--- src/rtl/regport_uart_pkg.sv ---
package regport_uart_pkg;
  localparam int DATA_W = 8;
  localparam int ADDR_W = DATA_W - 1;

  typedef struct packed {
    logic              rd;
    logic [ADDR_W-1:0] addr;
  } cmd_t;

  typedef enum logic [2:0] {
    ST_CAL, ST_IDLE, ST_PROC, ST_WDATA, ST_RWAIT, ST_RCAP, ST_SEND
  } fsm_t;
endpackage

--- src/rtl/regport_uart_calib.sv ---
module regport_uart_calib #(
  parameter int CNT_W = 16
) (
  input  logic             clk,
  input  logic             rst,
  input  logic             line,
  output logic             done,
  output logic [CNT_W-1:0] period
);
  localparam int FL_W = CNT_W + 3;

  typedef enum logic [2:0] {C_WAIT, C_LOW, C_HIGH, C_FLUSH, C_DONE} cst_t;

  cst_t             st;
  logic             prev;
  logic [CNT_W-1:0] cnt;
  logic [CNT_W-1:0] low_len;
  logic [CNT_W:0]   sum;
  logic [FL_W-1:0]  fcnt;
  logic [FL_W-1:0]  p_ext;
  logic [FL_W-1:0]  flush_lim;

  // Remaining seven bits of the preamble plus half a bit of idle.
  always_comb begin
    p_ext     = {3'b000, period};
    flush_lim = (p_ext << 3) - p_ext + (p_ext >> 1);
    sum       = {1'b0, low_len} + {1'b0, cnt};
  end

  always_ff @(posedge clk) begin
    if (rst) begin
      st      <= C_WAIT;
      prev    <= 1'b1;
      cnt     <= '0;
      low_len <= '0;
      fcnt    <= '0;
      period  <= '0;
      done    <= 1'b0;
    end else begin
      prev <= line;
      case (st)
        C_WAIT: if (prev && !line) begin
          st  <= C_LOW;
          cnt <= CNT_W'(1);
        end
        C_LOW: begin
          if (line) begin
            low_len <= cnt;
            cnt     <= CNT_W'(1);
            st      <= C_HIGH;
          end else if (cnt != '1) begin
            cnt <= cnt + 1'b1;
          end
        end
        C_HIGH: begin
          if (!line) begin
            period <= CNT_W'(sum >> 1);
            fcnt   <= FL_W'(1);
            st     <= C_FLUSH;
          end else if (cnt != '1) begin
            cnt <= cnt + 1'b1;
          end
        end
        C_FLUSH: begin
          if (fcnt >= flush_lim) begin
            st   <= C_DONE;
            done <= 1'b1;
          end else begin
            fcnt <= fcnt + 1'b1;
          end
        end
        default: st <= C_DONE;
      endcase
    end
  end

  // a finished calibration always leaves a usable period
  a_r2_period_nonzero: assert property (@(posedge clk) disable iff (rst)
    done |-> (period != '0));

  // calibration, once finished, holds until the next reset
  a_r1_done_sticky: assert property (@(posedge clk) disable iff (rst)
    done |=> done);
endmodule

--- src/rtl/regport_uart_rx.sv ---
module regport_uart_rx
  import regport_uart_pkg::*;
#(
  parameter int CNT_W = 16
) (
  input  logic              clk,
  input  logic              rst,
  input  logic              en,
  input  logic              line,
  input  logic [CNT_W-1:0]  period,
  output logic              valid,
  output logic [DATA_W-1:0] data
);
  typedef enum logic [1:0] {R_IDLE, R_START, R_DATA} rst_t;

  rst_t             st;
  logic             prev;
  logic [CNT_W-1:0] cnt;
  logic [2:0]       bitn;
  logic [CNT_W-1:0] half;

  always_comb half = period >> 1;

  always_ff @(posedge clk) begin
    if (rst) begin
      st    <= R_IDLE;
      prev  <= 1'b1;
      cnt   <= '0;
      bitn  <= '0;
      valid <= 1'b0;
      data  <= '0;
    end else begin
      prev  <= line;
      valid <= 1'b0;
      case (st)
        R_IDLE: if (en && prev && !line) begin
          st  <= R_START;
          cnt <= '0;
        end
        R_START: begin
          if (cnt == half) begin
            cnt  <= '0;
            bitn <= '0;
            st   <= line ? R_IDLE : R_DATA;
          end else begin
            cnt <= cnt + 1'b1;
          end
        end
        R_DATA: begin
          if (cnt == period - 1'b1) begin
            cnt  <= '0;
            data <= {data[DATA_W-2:0], line};
            bitn <= bitn + 1'b1;
            if (bitn == 3'd7) begin
              valid <= 1'b1;
              st    <= R_IDLE;
            end
          end else begin
            cnt <= cnt + 1'b1;
          end
        end
        default: st <= R_IDLE;
      endcase
    end
  end

  // each received byte is announced by a single-cycle pulse
  a_r3_valid_one_cycle: assert property (@(posedge clk) disable iff (rst)
    valid |=> !valid);
endmodule

--- src/rtl/regport_uart_tx.sv ---
module regport_uart_tx
  import regport_uart_pkg::*;
#(
  parameter int CNT_W = 16
) (
  input  logic              clk,
  input  logic              rst,
  input  logic              go,
  input  logic [DATA_W-1:0] din,
  input  logic [CNT_W-1:0]  period,
  output logic              txd,
  output logic              done
);
  logic              busy;
  logic [CNT_W-1:0]  cnt;
  logic [3:0]        idx;
  logic [DATA_W-1:0] sh;

  always_ff @(posedge clk) begin
    if (rst) begin
      busy <= 1'b0;
      cnt  <= '0;
      idx  <= '0;
      sh   <= '0;
      txd  <= 1'b1;
      done <= 1'b0;
    end else begin
      done <= 1'b0;
      if (!busy) begin
        if (go) begin
          busy <= 1'b1;
          txd  <= 1'b0;
          sh   <= din;
          idx  <= '0;
          cnt  <= '0;
        end
      end else if (cnt == period - 1'b1) begin
        cnt <= '0;
        if (idx == 4'(DATA_W)) begin
          txd  <= 1'b1;
          busy <= 1'b0;
          done <= 1'b1;
        end else begin
          txd <= sh[DATA_W-1];
          sh  <= {sh[DATA_W-2:0], 1'b0};
          idx <= idx + 1'b1;
        end
      end else begin
        cnt <= cnt + 1'b1;
      end
    end
  end

  // the line rests high whenever no frame is being shifted out
  a_r3_idle_high: assert property (@(posedge clk) disable iff (rst)
    (!busy && !$past(busy)) |-> txd);
endmodule

--- src/rtl/regport_uart.sv ---
module regport_uart
  import regport_uart_pkg::*;
#(
  parameter int CNT_W = 16
) (
  input  logic              clk,
  input  logic              rst,
  input  logic              uart_rx,
  output logic              uart_tx,
  output logic [ADDR_W-1:0] reg_addr,
  output logic [DATA_W-1:0] reg_wdata,
  output logic              reg_we,
  output logic              reg_re,
  input  logic [DATA_W-1:0] reg_rdata
);
  logic [1:0]        rx_sync;
  logic              line;
  logic              cal_done;
  logic [CNT_W-1:0]  period;
  logic              rx_valid;
  logic [DATA_W-1:0] rx_data;
  logic              tx_go;
  logic              tx_done;
  logic [DATA_W-1:0] tx_byte;
  cmd_t              cmd;
  fsm_t              st;

  always_ff @(posedge clk) begin
    if (rst) rx_sync <= 2'b11;
    else     rx_sync <= {rx_sync[0], uart_rx};
  end
  assign line = rx_sync[1];

  regport_uart_calib #(.CNT_W(CNT_W)) u_calib (
    .clk(clk), .rst(rst), .line(line), .done(cal_done), .period(period)
  );

  regport_uart_rx #(.CNT_W(CNT_W)) u_rx (
    .clk(clk), .rst(rst), .en(cal_done), .line(line), .period(period),
    .valid(rx_valid), .data(rx_data)
  );

  regport_uart_tx #(.CNT_W(CNT_W)) u_tx (
    .clk(clk), .rst(rst), .go(tx_go), .din(tx_byte), .period(period),
    .txd(uart_tx), .done(tx_done)
  );

  always_ff @(posedge clk) begin
    if (rst) begin
      st        <= ST_CAL;
      cmd       <= '0;
      reg_addr  <= '0;
      reg_wdata <= '0;
      reg_we    <= 1'b0;
      reg_re    <= 1'b0;
      tx_go     <= 1'b0;
      tx_byte   <= '0;
    end else begin
      reg_we <= 1'b0;
      reg_re <= 1'b0;
      tx_go  <= 1'b0;
      case (st)
        ST_CAL:   if (cal_done) st <= ST_IDLE;
        ST_IDLE:  if (rx_valid) begin
          cmd <= cmd_t'(rx_data);
          st  <= ST_PROC;
        end
        ST_PROC: begin
          reg_addr <= cmd.addr;
          if (cmd.rd) begin
            reg_re <= 1'b1;
            st     <= ST_RWAIT;
          end else begin
            st <= ST_WDATA;
          end
        end
        ST_WDATA: if (rx_valid) begin
          reg_wdata <= rx_data;
          reg_we    <= 1'b1;
          st        <= ST_IDLE;
        end
        ST_RWAIT: st <= ST_RCAP;
        ST_RCAP: begin
          tx_byte <= reg_rdata;
          tx_go   <= 1'b1;
          st      <= ST_SEND;
        end
        ST_SEND:  if (tx_done) st <= ST_IDLE;
        default:  st <= ST_CAL;
      endcase
    end
  end

  // no register traffic before the rate is known
  a_r1_no_access_uncal: assert property (@(posedge clk) disable iff (rst)
    !cal_done |-> !(reg_we || reg_re));

  // read and write strobes are exclusive
  a_r6_strobes_exclusive: assert property (@(posedge clk) disable iff (rst)
    $onehot0({reg_we, reg_re}));

  // a write strobe lasts one cycle
  a_r5_we_single: assert property (@(posedge clk) disable iff (rst)
    reg_we |=> !reg_we);

  // the transmit line only moves while a read response is owed
  a_r7_tx_quiet: assert property (@(posedge clk) disable iff (rst)
    (st != ST_SEND) |-> uart_tx);
endmodule

--- config.mk ---
export PLATFORM = sky130hd
export DESIGN_NAME = regport_uart
export DESIGN_NICKNAME = d
export VERILOG_FILES = /design/src/rtl/regport_uart_pkg.sv /design/src/rtl/regport_uart_calib.sv /design/src/rtl/regport_uart_rx.sv /design/src/rtl/regport_uart_tx.sv /design/src/rtl/regport_uart.sv
export SDC_FILE = /design/constraint.sdc
export NUM_CORES = 1
export LEC_CHECK = 0
export CAP_MARGIN = 20
export CELL_PAD_IN_SITES_DETAIL_PLACEMENT = 0
export CELL_PAD_IN_SITES_GLOBAL_PLACEMENT = 1
export CORE_ASPECT_RATIO = 1.2
export CORE_MARGIN = 2
export CORE_UTILIZATION = 31
export CTS_BUF_LIST = sky130_fd_sc_hd__clkbuf_16
export DETAILED_ROUTE_END_ITERATION = 7
export PLACE_DENSITY_LB_ADDON = 0.3
export SLEW_MARGIN = 10
export SYNTH_ARGS = -nofsm -noshare
export SYNTH_HDL_FRONTEND = slang
export SYNTH_SLANG_ARGS = --single-unit
export TNS_END_PERCENT = 10
--- constraint.sdc ---
create_clock -name clk -period 4.9 [get_ports clk]
set_input_delay 0.735 -clock clk [delete_from_list [all_inputs] [get_ports clk]]
set_output_delay 0.735 -clock clk [all_outputs]
set_load 0.01 [all_outputs]
-- After elaboration in Yosys (flattened, before gate mapping)
Cells that the tools add are included.
- register bits: 172
- bits of input ports: 11
- output and inout bits: 18
- word-level logic and storage cells: 166
- $add $sub $neg: 10
- $lt $le $gt $ge: 1
- equal/unequal tests: 33
- mux-type cells: 56
- bitwise logic cells: 7
- reduce and logical (&&, ||, !) cells: 31
- operators by type and width (operator ; number):
    2-to-1 mux 16 bit ; 10
    case mux 16 bit (3 select lines) ; 2
    adder 16 x 1 -> 16 bit, second input constant ; 3
    2-to-1 mux 19 bit ; 2
    case mux 19 bit (2 select lines) ; 1
    2-to-1 mux 3 bit ; 11
    == test 16 bit ; 2
    2-to-1 mux 8 bit ; 4
    case mux 3 bit (7 select lines) ; 1
    != test 2 x 1 -> 1 bit, second input constant ; 10
    adder 19 x 1 -> 19 bit, second input constant ; 1
    adder 19 x 15 -> 19 bit ; 1
    >= comparator 19 bit ; 1
    subtractor 19 x 16 -> 19 bit ; 1
    adder 16 x 16 -> 17 bit ; 1
    == test 16 x 15 -> 1 bit ; 1
    2-to-1 mux 4 bit ; 4
    != test 16 bit, second input constant ; 1
    AND reduction 2 bit ; 8
    subtractor 16 x 1 -> 16 bit, second input constant ; 1
    2-to-1 mux 1 bit ; 13
    == test 3 x 2 -> 1 bit, second input constant ; 4
    == test 3 bit, second input constant ; 4
    != test 2 bit, second input constant ; 6
    21 further kinds ; 45

-- Longest topological paths before layout
- word-level depth: 5
- depth in mapped cells: 23
- depth with buffers taken out: 22

-- By module
From an unflattened synthesis, not the netlist that was laid out.
- cells, all modules: 1412
- area total of the unflattened synthesis: 11493.5 µm²
- by module, submodules not included (module ; times used ; cells an instance ; area an instance (µm²)):
    regport_uart_calib ; 1 ; 678 ; 5338.9
    regport_uart_rx ; 1 ; 337 ; 2598.7
    regport_uart_tx ; 1 ; 246 ; 2030.7
    regport_uart ; 1 ; 151 ; 1525.2

-- Worst setup path after synthesis
No wires, ideal clock.
- path type: register -> register
- start point: register u_calib.period[4]
- end point: register u_calib.fcnt[7]
- arrival: 4.856 ns
- data required time: 4.784 ns
- path slack: -0.073 ns
- cell stages (with the launch flop): 20
- buffers on the path: 2
- cell sequence: dfxtp_1 > buf_2 > inv_1 > fa_1 > inv_1 > ha_1 > nor2b_1 > o21a_1 > o21ai_0 > a21o_1 > a21o_1 > a31oi_1 > o311ai_0 > ha_1 > a2111oi_0 > a31oi_1 > a2111oi_2 > clkbuf_1 > a21oi_1 > a31o_2
- cells in the longest elaborated chain, start to end: 5
- RTL lines (item ; RTL line ; RTL):
    start, declared ; regport_uart_calib.sv:8 ; output logic [CNT_W-1:0] period
    start signal, assigned ; regport_uart_calib.sv:57 ; period <= CNT_W'(sum >> 1);
    subtractor 19 x 16 -> 19 bit ; regport_uart_calib.sv:26 ; flush_lim = (p_ext << 3) - p_ext + (p_ext >> 1);
    adder 19 x 15 -> 19 bit * ; regport_uart_calib.sv:26 ;
    >= comparator 19 bit * ; regport_uart_calib.sv:65 ; if (fcnt >= flush_lim) begin
    != test 2 bit (no line) * ; n/a ;
    AND reduction 3 bit (no line) * ; n/a ;
    end signal, assigned ; regport_uart_calib.sv:69 ; fcnt <= fcnt + 1'b1;
    end, declared ; regport_uart_calib.sv:19 ; logic [FL_W-1:0] fcnt;
Mark *: on every way between the ends. The rest lies on a longest branch, timed or not.
A chain may end at the register's enable or synchronous reset.

-- Final worst setup path
- start point: register u_calib.period[3]
- end point: register u_calib.fcnt[15]
The elaborated chain is that of the path after synthesis.

==> flow_summary_export.csv <==
group,metric,value,unit
timing,fmaxAchievable,219,MHz
cts,cts_buffer_depth,2,
die,rows,76,
cts,htreeDepth,4,
flow_run,drv_cap,0,
min_path,hold_depth,1,
global_route,grt_pass1_wl,47.3,mm
critical_path,cpPeakStageDelay,0.54,ns
cts,clk_pin_slew,0.08,ns
synthesis,avgSynthCellArea,8.25,um2
global_route,grtUsageTotal,0.156,
timing,finalCritPeriodShare,0.932,
pwr,power_density,229,mW/mm2
timing,final-max-slew-violation-count,0,
detailed_routing,drt_iter0_markers,432,
synthesis,yosysTopAreaCellShare,0.308,
timing,worst_pin_slew,0.953,ns
die,ios,29,
cts,cts-root-buf,"clkbuf_16",
critical_path,critPathBufInv,4,
placement,port-buffer-count,28,
finish,stdcell_area,0.0127,mm2
finish,drive_gt1_frac,0.0778,
synthesis,ys_warn_count,0,
synthesis,synthTopCellsByArea,"dfxtp_1 31%, ha_1 8.1%, nand2_1 5.2%, a21oi_1 4.9%, xor2_1 4.0%",
timing,setup_violations,0,
critical_path,cp.arrival,4.90,ns
synthesis,syn_area,0.0112,mm2
timing,rsz0062_at_grt,"false",
synthesis,async_reset_ff_frac,0,
global_route,grt.overflow.total,0,
finish,insertedDiodeCount,0,
die,initial_core_util,0.312,
timing,post-route-min-period,4.57,ns
synthesis,ys_seq_elements,172,
timing,slew_headroom,0.360,
critical_path,crit_path_max_fanout,18,
critical_path,r2r-start,"u_calib.period[3]$_SDFFE_PP0P_",
die,die_w,177,um
die,dieArea,0.0376,mm2
detailed_routing,viasPerCell,5.08,
detailed_routing,drc,0,
global_route,grt_pass1_vias,9021,
pwr,ir_drop,0.157,mV
global_route,grt_antenna_before_repair,0,
synthesis,synth_area_leader_cell,"dfxtp_1",
finish,fin_util,0.354,
die,dieHeight,212,um
critical_path,regToRegEndpoint,"u_calib.fcnt[15]$_SDFFE_PP0P_",
critical_path,cp_slowest_cell,"fa_1",
min_path,holdPathEnd,"rx_sync[1]$_SDFF_PP1_",
cts,clk_latency,0.44,ns
timing,skew,0.00986,ns
detailed_routing,drtPass1Iterations,5,
min_path,holdCritPathClass,"register to register",
die,coreArea,0.0358,mm2
synthesis,synth_edf_count,0,
placement,hpwl,21.0,mm
critical_path,rrSetupSlack,0.33,ns
synthesis,synth_cell_type_count,81,
finish,finalNetCount,1459,
min_path,worstHoldStart,"rx_sync[0]$_SDFF_PP1_",
placement,placed_cell_area,0.0120,mm2
cts,cts_inserted_buffers,17,
critical_path,cp_top_family,"compound AO/OA/AOI/OAI gates",
critical_path,r2r_cells,21,
pwr,p_leak,5.23,nW
detailed_routing,routed_wl,28.6,mm
synthesis,synth_cells,1354,
pwr,power.total,2.90,mW
cts,clock-sinks,172,
detailed_routing,num_vias,9356,
detailed_routing,ant_nets,0,
cts,holdBufCountCts,0,
synthesis,synthFlopType,"dfxtp_1",
synthesis,syn-num-nets,1451,
global_route,grt_max_degree,68,
detailed_routing,routedWlPerCell,15.5,um
synthesis,yosysSeqAreaShare,0.308,
cts,cts_tree,"built",
critical_path,cp-end-kind,"register",
run_status,outcome,"finished, final reports clean",
placement,gp_congestion,0.826,
timing,timing.setup.tns,0,ns
critical_path,cp.required,5.24,ns
timing,hold_viol,0,
critical_path,cp-start-kind,"register",
critical_path,worst-path-stages,21,
finish,area_growth,13.3,%
critical_path,crit_type,"register to register",
critical_path,path_cells,"inv_1, fa_1, inv_1, ha_1, o21a_1, o21a_1, nand3_1, o211ai_1, a31o_2, a41oi_1, xor2_1, ha_1, o21ai_0, nand2b_1, a21oi_1, nor2_1, a2111oi_4, buf_4, buf_12, a31oi_1, a41o_1",
[logic make-up after synthesis]
logic type               Yosys count  synth area share
adder cells (fa/ha/maj)           86             0.106
AND/OR/NAND/NOR                  520             0.232
buffers and inverters            143            0.0505
flip-flops                       172             0.308
multiplexers                      51            0.0465
AO/OA/AOI/OAI                    283             0.169
XOR/XNOR                          99            0.0875
[where the power goes]
part	switching, mW	internal (mW)
logic	0.0768	0.0392
clock network	0.692	0.689
registers	0.00699	1.40
total	0.775	2.13
[state kept, by name, indices dropped and copies added, names as in the netlist, 2 cells and up]
| name | count |
|---|---|
| cmd | 8 |
| reg_addr | 7 |
| reg_wdata | 8 |
| rx_sync | 2 |
| st | 3 |
| tx_byte | 8 |
| u_calib.cnt | 16 |
| u_calib.fcnt | 19 |
| u_calib.low_len | 16 |
| u_calib.period | 16 |
| u_calib.st | 3 |
| u_rx.bitn | 3 |
| u_rx.cnt | 16 |
| u_rx.data | 8 |
| u_rx.st | 2 |
| u_tx.cnt | 16 |
| u_tx.idx | 4 |
| u_tx.sh | 8 |
[synthesized netlist by cell type, drive strengths merged, types with 5 or more instances]
master	count
a2111oi	6
a31oi	26
fa	14
o21a	10
nand2b	26
nand4	20
xnor3	8
nand3b	8
a22o	6
o211ai	6
ha	72
nor2	118
dfxtp	172
a211oi	13
mux2	7
a21o	18
nand2	154
or3	13
inv	73
or2	8
clkbuf	56
xnor2	40
nor3	25
xor2	51
nor2b	9
o21ai	27
and4	6
nor4	9
a21oi	109
mux2i	44
buf	14
a41oi	5
nand3	51
a31o	9
and3	37
and2	9
[per-stage QoR]
stage | hold slack (ns) | setup WS [ns] | std cells
global placement | 0.397 | 0.269 | 1807
floorplan | 0.389 | 0.0643 | 1354
finish | 0.416 | 0.333 | 1843
CTS | 0.420 | 0.215 | 1839
detailed placement | 0.401 | 0.233 | 1807
global route | 0.444 | 0.0157 | 1843
[area by class of cell]
class | instances | area (um2)
fillers | 3771 | 23100
multi-input cells | 1039 | 7210
flip-flops and latches | 172 | 3440
well taps | 468 | 586
repair buffers | 59 | 544
clock buffers | 17 | 425
inverters | 73 | 274
clock inverters | 15 | 174
[how the worst max path moves through the flow]
stage | from | to
2_1_floorplan | u_calib.period[4]$_SDFFE_PP0P_ | u_calib.fcnt[7]$_SDFFE_PP0P_
3_3_place_gp | u_calib.period[1]$_SDFFE_PP0P_ | u_calib.fcnt[15]$_SDFFE_PP0P_
3_5_place_dp | u_calib.period[1]$_SDFFE_PP0P_ | u_calib.fcnt[15]$_SDFFE_PP0P_
4_1_cts | u_calib.period[1]$_SDFFE_PP0P_ | u_calib.fcnt[15]$_SDFFE_PP0P_
5_1_grt | u_calib.period[0]$_SDFFE_PP0P_ | u_calib.fcnt[1]$_SDFFE_PP0P_
6_report | u_calib.period[3]$_SDFFE_PP0P_ | u_calib.fcnt[15]$_SDFFE_PP0P_
[metal layers]
layer  share of wire  vias up  global-route usage
met5               0        -                   0
met2            0.49      115               0.269
met3           0.020       20              0.0201
li1                -     4806                   -
met4           0.015        0              0.0452
met1            0.48     4415               0.203
[repair_timing]
item / CTS / global route
setup buffers: 0 / 2
endpoints found under the setup margin: 0 / 20
hold endpoints to repair: 0 / 0
gates resized for setup: 0 / 4
[cell usage in the layout, fill, tap and decap left out, drive strengths merged, types with 9 or more instances in the layout]
master / instances
o21a: 10
fa: 14
a21o: 18
mux2i: 44
xor2: 51
a31o: 9
nor2b: 9
nand2: 154
nand3: 51
a31oi: 26
nor3: 25
ha: 72
a21oi: 109
or3: 13
clkdlybuf4s50: 27
buf: 31
and3: 37
nor2: 118
a211oi: 13
nand4: 20
xnor2: 40
nand2b: 26
and2: 9
o21ai: 27
dfxtp: 172
nor4: 9
inv: 80
clkbuf: 18
(Power assumes the default switching activity.)
